<file path="src/rtl/irq_pend_pkg.sv">
package irq_pend_pkg;

  localparam int MAX_SRC  = 32;
  localparam int OFF_PEND = 0;
  localparam int OFF_ENAB = 4;

  typedef logic [MAX_SRC-1:0] src_vec_t;

  // Next pending value: acknowledge is an AND mask, new edges win.
  function automatic src_vec_t pend_next(input src_vec_t old_v,
                                         input logic     ack_we,
                                         input src_vec_t ack_v,
                                         input src_vec_t rise_v);
    src_vec_t kept;
    kept = ack_we ? (old_v & ack_v) : old_v;
    return kept | rise_v;
  endfunction

  // Interrupt request: any pending source that is enabled.
  function automatic logic irq_any(input src_vec_t pend_v,
                                   input src_vec_t enab_v);
    return |(pend_v & enab_v);
  endfunction

endpackage

</file>
<file path="src/rtl/irq_edge_detect.sv">
module irq_edge_detect #(
  parameter int NUM_SRC = 11
) (
  input  logic               clk,
  input  logic               rst_n,
  input  logic [NUM_SRC-1:0] req_in,
  output logic [NUM_SRC-1:0] rise
);

  logic [NUM_SRC-1:0] req_prev;

  for (genvar i = 0; i < NUM_SRC; i++) begin : g_line
    always_ff @(posedge clk or negedge rst_n) begin
      if (!rst_n) req_prev[i] <= 1'b0;
      else        req_prev[i] <= req_in[i];
    end
    assign rise[i] = req_in[i] & ~req_prev[i];
  end

endmodule

</file>
<file path="src/rtl/irq_pend_reg.sv">
module irq_pend_reg
  import irq_pend_pkg::*;
#(
  parameter int NUM_SRC = 11
) (
  input  logic               clk,
  input  logic               rst_n,
  input  logic [NUM_SRC-1:0] rise,
  input  logic               ack_we,
  input  logic [NUM_SRC-1:0] ack_data,
  output logic [NUM_SRC-1:0] pend
);

  src_vec_t nxt_full;

  always_comb begin
    nxt_full = pend_next(src_vec_t'(pend), ack_we,
                         src_vec_t'(ack_data), src_vec_t'(rise));
  end

  always_ff @(posedge clk or negedge rst_n) begin
    if (!rst_n) pend <= '0;
    else        pend <= nxt_full[NUM_SRC-1:0];
  end

endmodule

</file>
<file path="src/rtl/irq_regbus.sv">
module irq_regbus
  import irq_pend_pkg::*;
#(
  parameter int NUM_SRC = 11,
  parameter int DATA_W  = 32,
  parameter int ADDR_W  = 4
) (
  input  logic [ADDR_W-1:0]  addr,
  input  logic               we,
  input  logic [NUM_SRC-1:0] pend,
  input  logic [NUM_SRC-1:0] enab,
  output logic               we_pend,
  output logic               we_enab,
  output logic [DATA_W-1:0]  rdata
);

  localparam logic [ADDR_W-1:0] A_PEND = ADDR_W'(OFF_PEND);
  localparam logic [ADDR_W-1:0] A_ENAB = ADDR_W'(OFF_ENAB);

  logic hit_pend;
  logic hit_enab;

  assign hit_pend = (addr == A_PEND);
  assign hit_enab = (addr == A_ENAB);
  assign we_pend  = we & hit_pend;
  assign we_enab  = we & hit_enab;

  always_comb begin
    rdata = '0;
    if (hit_pend)      rdata[NUM_SRC-1:0] = pend;
    else if (hit_enab) rdata[NUM_SRC-1:0] = enab;
  end

endmodule

</file>
<file path="src/rtl/irq_pend_ctrl.sv">
module irq_pend_ctrl
  import irq_pend_pkg::*;
#(
  parameter int NUM_SRC = 11,
  parameter int DATA_W  = 32,
  parameter int ADDR_W  = 4
) (
  input  logic               clk,
  input  logic               rst_n,
  input  logic [ADDR_W-1:0]  bus_addr,
  input  logic               bus_we,
  input  logic [DATA_W-1:0]  bus_wdata,
  output logic [DATA_W-1:0]  bus_rdata,
  input  logic [NUM_SRC-1:0] req_in,
  output logic               irq_out
);

  logic [NUM_SRC-1:0] req_rise;
  logic [NUM_SRC-1:0] pend_q;
  logic [NUM_SRC-1:0] enab_q;
  logic [NUM_SRC-1:0] wdata_lo;
  logic               we_pend;
  logic               we_enab;

  assign wdata_lo = bus_wdata[NUM_SRC-1:0];

  irq_edge_detect #(.NUM_SRC(NUM_SRC)) u_edge (
    .clk    (clk),
    .rst_n  (rst_n),
    .req_in (req_in),
    .rise   (req_rise)
  );

  irq_regbus #(.NUM_SRC(NUM_SRC), .DATA_W(DATA_W), .ADDR_W(ADDR_W)) u_bus (
    .addr    (bus_addr),
    .we      (bus_we),
    .pend    (pend_q),
    .enab    (enab_q),
    .we_pend (we_pend),
    .we_enab (we_enab),
    .rdata   (bus_rdata)
  );

  irq_pend_reg #(.NUM_SRC(NUM_SRC)) u_pend (
    .clk      (clk),
    .rst_n    (rst_n),
    .rise     (req_rise),
    .ack_we   (we_pend),
    .ack_data (wdata_lo),
    .pend     (pend_q)
  );

  always_ff @(posedge clk or negedge rst_n) begin
    if (!rst_n)       enab_q <= '0;
    else if (we_enab) enab_q <= wdata_lo;
  end

  assign irq_out = irq_any(src_vec_t'(pend_q), src_vec_t'(enab_q));

endmodule

</file>
<file path="config.mk">
export PLATFORM = sky130hd
export DESIGN_NAME = irq_pend_ctrl
export DESIGN_NICKNAME = d
export VERILOG_FILES = /design/src/rtl/irq_pend_pkg.sv /design/src/rtl/irq_edge_detect.sv /design/src/rtl/irq_pend_reg.sv /design/src/rtl/irq_regbus.sv /design/src/rtl/irq_pend_ctrl.sv
export SDC_FILE = /design/constraint.sdc
export NUM_CORES = 1
export LEC_CHECK = 0
export ABC_AREA = 1
export BUFFER_PORTS_ARGS = -buffer_cell sky130_fd_sc_hd__buf_2
export CAP_MARGIN = 15
export CELL_PAD_IN_SITES_DETAIL_PLACEMENT = 0
export CELL_PAD_IN_SITES_GLOBAL_PLACEMENT = 1
export CORE_MARGIN = 4
export CORE_UTILIZATION = 36
export CTS_BUF_LIST = sky130_fd_sc_hd__clkbuf_2 sky130_fd_sc_hd__clkbuf_4 sky130_fd_sc_hd__clkbuf_8
export DETAILED_ROUTE_END_ITERATION = 7
export GPL_TIMING_DRIVEN = 0
export PLACE_DENSITY = 0.85
export SLEW_MARGIN = 20
export SYNTH_ARGS = -nofsm -noshare
export SYNTH_HDL_FRONTEND = slang
export SYNTH_SLANG_ARGS = --single-unit
</file>
<file path="constraint.sdc">
create_clock -name clk -period 1.89 [get_ports clk]
set_input_delay 0.378 -clock clk [delete_from_list [all_inputs] [get_ports clk]]
set_output_delay 0.378 -clock clk [all_outputs]
set_load 0.01 [all_outputs]
</file>
Word-level counts from Yosys, hierarchy flattened
Cells that the tools add are included.
Operators by class
  $add $sub $neg: 0
  multipliers: 0
  divide/modulo/power cells: 0
  order comparisons: 0
  eq/ne operators: 1
  shift-type cells: 0
  multiplexer cells: 3
  bitwise gates (word level): 27
  reduce and logical (&&, ||, !) cells: 2
Operator list (number)
  11-bit two-way mux: 3
  32-bit OR reduction: 1
  11-bit bitwise AND: 2
  1-bit bitwise AND: 13
  1-bit NOT: 11
  11-bit bitwise OR: 1
  4-bit by 3-bit equality test with 1-bit output, second input constant: 1
  4-bit logical NOT: 1
Word-level totals
  register bits: 33
  bits in latches: 0
  memory bits (writable): 0
  memory bits (read-only): 0
  input port bits: 50
  output and inout port bits: 33
  word-level logic and storage cells: 46
  memories kept: 0

Depth between registers and ports, before layout
  word-level depth: 4
  depth in mapped cells: 6
  depth with buffers taken out: 5

Modules after synthesis
Synthesis repeated with hierarchy kept, for this count alone.
Second synthesis, totals
  cell total of the unflattened synthesis: 212
  area, all modules: 1805.5 um^2
Modules (own cells, without submodules)
  irq_pend_ctrl: instances 1, cells each 44, area each 528.0 um^2, seq. area each 275.3 um^2
  irq_pend_reg: instances 1, cells each 67, area each 493.0 um^2, seq. area each 275.3 um^2
  irq_regbus: instances 1, cells each 68, area each 399.1 um^2, seq. area each 0.0 um^2
  irq_edge_detect: instances 1, cells each 33, area each 385.4 um^2, seq. area each 275.3 um^2

Least setup slack after synthesis
Ideal clock, no wire load.
  path kind: input to output
  from: input port bus_addr[1]
  to: output port bus_rdata[0]
  data arrival time: 0.913 ns
  data required time: 1.512 ns
  setup slack: 0.599 ns
  stages: 4
  path buffers: 1
  cells stage by stage: nor2_4 > buf_2 > nand3_1 > nand2_1
Between the ends
  cells in the longest elaborated chain, start to end: 3
  elaborated cells between the ends (all ways): 4
  classes of those cells: eq/ne: 1; mux: 2; reduce/logical: 1
Ends and longest elaborated chain
  start: declaration: line irq_pend_ctrl.sv:10  | input logic [ADDR_W-1:0] bus_addr,
  4-bit by 3-bit equality test with 1-bit output: line irq_regbus.sv:24  | assign hit_enab = (addr == A_ENAB);
  11-bit two-way mux: line irq_regbus.sv:31  | else if (hit_enab) rdata[NUM_SRC-1:0] = enab;
  11-bit two-way mux (*): line irq_regbus.sv:30  | if (hit_pend) rdata[NUM_SRC-1:0] = pend;
  end: declaration: line irq_pend_ctrl.sv:13  | output logic [DATA_W-1:0] bus_rdata,
Every way passes the cells marked *; elsewhere a longest branch is shown, timed or not.

Worst setup path after layout
  from: input port bus_addr[1]
  to: output port bus_rdata[10]
Same word-level chain as after synthesis.

==> results.cfg <==
[outcome]
run_status = finished clean

[global_route]
grt_start_max_net_pins = 34
grt_antenna_before_repair = 0
first_global_vias = 1575
grt_pass1_wl_mm = 7.29
overall_track_demand_over_capacity_in_global_routing = 0.151
globalRoute.totalOverflow = 0

[sta]
timing.final.crit_share = 0.898
maxSlewViolCount = 0
tightest_slew_ns = 0.756
timing.slew.headroom = 0.496
grt_setup_unrepaired = no
setup_viol_count_final = 0
max_freq_mhz = 589
finalCriticalPeriod_ns = 1.70
setup-tns-final_ns = 0
clock_skew_ns = 0.00549
number_of_hold_violations_in_the_final_report = 0

[run]
drv.max_cap_violation_count = 0

[route]
num_vias = 1587
final_antenna_net_count = 0
initialDrtViolationCount = 82
drt-total-wl_mm = 4.32
drtPass1Iterations = 4
detail_route.vias_per_cell = 4.32
drcViolationCount = 0
post_drt_wl_per_cell_microns = 11.8

[layout]
design.final.nets = 349
antenna_cells = 0
regArea_sq_um = 826
layout_fillers = 521
multiInputGateArea_sq_um = 692
areaGrowthSynthToFinish_pct = 25.0
finalNonFillerCells = 367
share_of_post_route_cells_with_drive_strength_above_1 = 0.280

[floorplan]
floorplan.initialDensity = 0.374
dieArea_sq_um = 6130
coreArea_sq_um = 4750
io_pins = 83
chipWidth_microns = 78.3
rows = 25
die_height_microns = 78.3

[clock_network]
cts_hold_repair.buffers = 0
cts_max_path_buffers = 2
cts.reportedPaths.clkPinSlew_ns = 0.07
cts.sink_count = 33
post_cts_setup_repair_buffer_count = 0
clk-insertion-delay-late_ns = 0.28
tritoncts_clock_tree = built
h-tree-depth = 2
cts_made_buffers = 5
cts-root-buf = sky130_fd_sc_hd__clkbuf_8
number_of_gates_resized_after_cts = 0

[worst_setup_path]
worst-setup-path-type = in -> out
endpoint_required_time_on_the_critical_path_ns = 1.51
critical_path_arrival_ns = 1.32
timing.critical_path.from_type = primary input
largest_fanout_of_any_net_on_the_critical_path = 10
end_kind = primary output

[synth]
synthTopCellsByArea = sky130_fd_sc_hd__dfrtp_1 (46%), sky130_fd_sc_hd__nand2_1 (14%), sky130_fd_sc_hd__nand3_1 (10%)
synth_top_cell_area_share = 0.464
netlist.top_cell.by_area = sky130_fd_sc_hd__dfrtp_1
syn_avg_cell_area_sq_um = 7.67
synth.lib_cells_used.distinct = 15
ys_seq_area_frac = 0.464
synth_seq_cells = 33
synth_cells = 232
synthesis.area_sq_um = 1780
yosys_warnings = 0

[pwr]
power_density_nw_per_um2 = 756
power.ir.vdd_worst_uv = 322
power.static_leakage_nw = 1.34

[place]
gp_routability_congestion = 0.790
detailed_place_hpwl_mm = 3.13
cell_count_post_placement = 359
portBuffers = 40

[min_path]
min-delay-path-class = in -> async
-- power breakdown --
group          switching (mW)  internal, mW
combinational           0.183         0.137
clock                   0.257         0.269
sequential             0.0553         0.781
total                   0.495          1.19
-- worst paths after layout --
| kind | from | endpoint | slack, ns | cells past startpoint |
|---|---|---|---|---|
| max | bus_addr[1] | bus_rdata[10] | 0.19 | 6 |
| min | rst_n | u_edge.req_prev[0] | 0.16 | 1 |
| max reg2reg | u_pend.pend[6] | u_pend.pend[6] | 1.11 | 4 |
| min reg2reg | u_edge.req_prev[9] | u_pend.pend[9] | 0.50 | 3 |
| max in group asynchronous | rst_n | u_pend.pend[6] | 1.24 | 1 |
| min in group clk | req_in[10] | u_edge.req_prev[10] | 0.21 | 1 |
-- cell usage in the layout (no fill, tap or decap), drive strengths merged, types with 5 or more instances in the layout --
cell type   n
nor2        5
inv        34
clkbuf      7
nand4      11
nand2      68
o21ai      11
buf        70
conb       21
nand3      38
dfrtp      33
-- worst max-delay path, stage by stage --
cell and delay [ns]:
sky130_fd_sc_hd__buf_2 0.11, sky130_fd_sc_hd__nor2_4 0.19, sky130_fd_sc_hd__buf_2 0.30, sky130_fd_sc_hd__nand3_1 0.11
sky130_fd_sc_hd__nand2_1 0.09, sky130_fd_sc_hd__buf_2 0.13
-- through the flow --
step	util	power (mW)	worst slack [ns]	hold slack [ns]	cell area (sq um)
6_report	0.468	1.68	0.192	0.158	2220
5_1_grt	0.468	1.80	0.119	0.199	2220
4_1_cts	0.468	1.70	0.207	0.177	2220
3_5_place_dp	0.450	1.17	0.215	0.489	2140
3_3_place_gp	0.450	1.16	0.231	0.489	2140
2_1_floorplan	-	1.06	0.599	0.0824	1850
-- logic make-up (layout without fill, tap and decap cells) --
logic type,Yosys count,count (layout),share of synthesized area
AOI/OAI and AO/OA,11,11,0.0352
and+or+nand+nor,122,122,0.309
DFF,33,33,0.464
other,1,21,0.00211
buffers and inverters,65,113,0.189
-- cell usage after synthesis, drive strengths merged --
library cell   n
buf           30
clkbuf         1
conb           1
dfrtp         33
inv           34
nand2         68
nand3         38
nand4         11
nor2           5
o21ai         11
-- flip-flops by register name (all words and copies together) (netlist names) --
name             cells
enab_q              11
u_edge.req_prev     11
u_pend.pend         11
-- routing by layer --
metal | routed length [microns] | global-route usage | up-vias
li1 | - | - | 817
met5 | 0 | 0 | -
met2 | 2050 | 0.258 | 59
met1 | 1910 | 0.187 | 706
met4 | 34 | 0.0437 | 0
met3 | 319 | 0.0424 | 5
-- cell type report --
| type | count | share of cell area |
|---|---|---|
| clock inverters | 2 | 0.00450 |
| flip-flops and latches | 33 | 0.371 |
| clock buffers | 6 | 0.0343 |
| repair buffers | 40 | 0.0900 |
| well taps | 67 | 0.0377 |
| plain buffers | 31 | 0.0939 |
| inverters | 34 | 0.0574 |
| multi-input cells | 154 | 0.311 |
(Power assumes the default switching activity.)
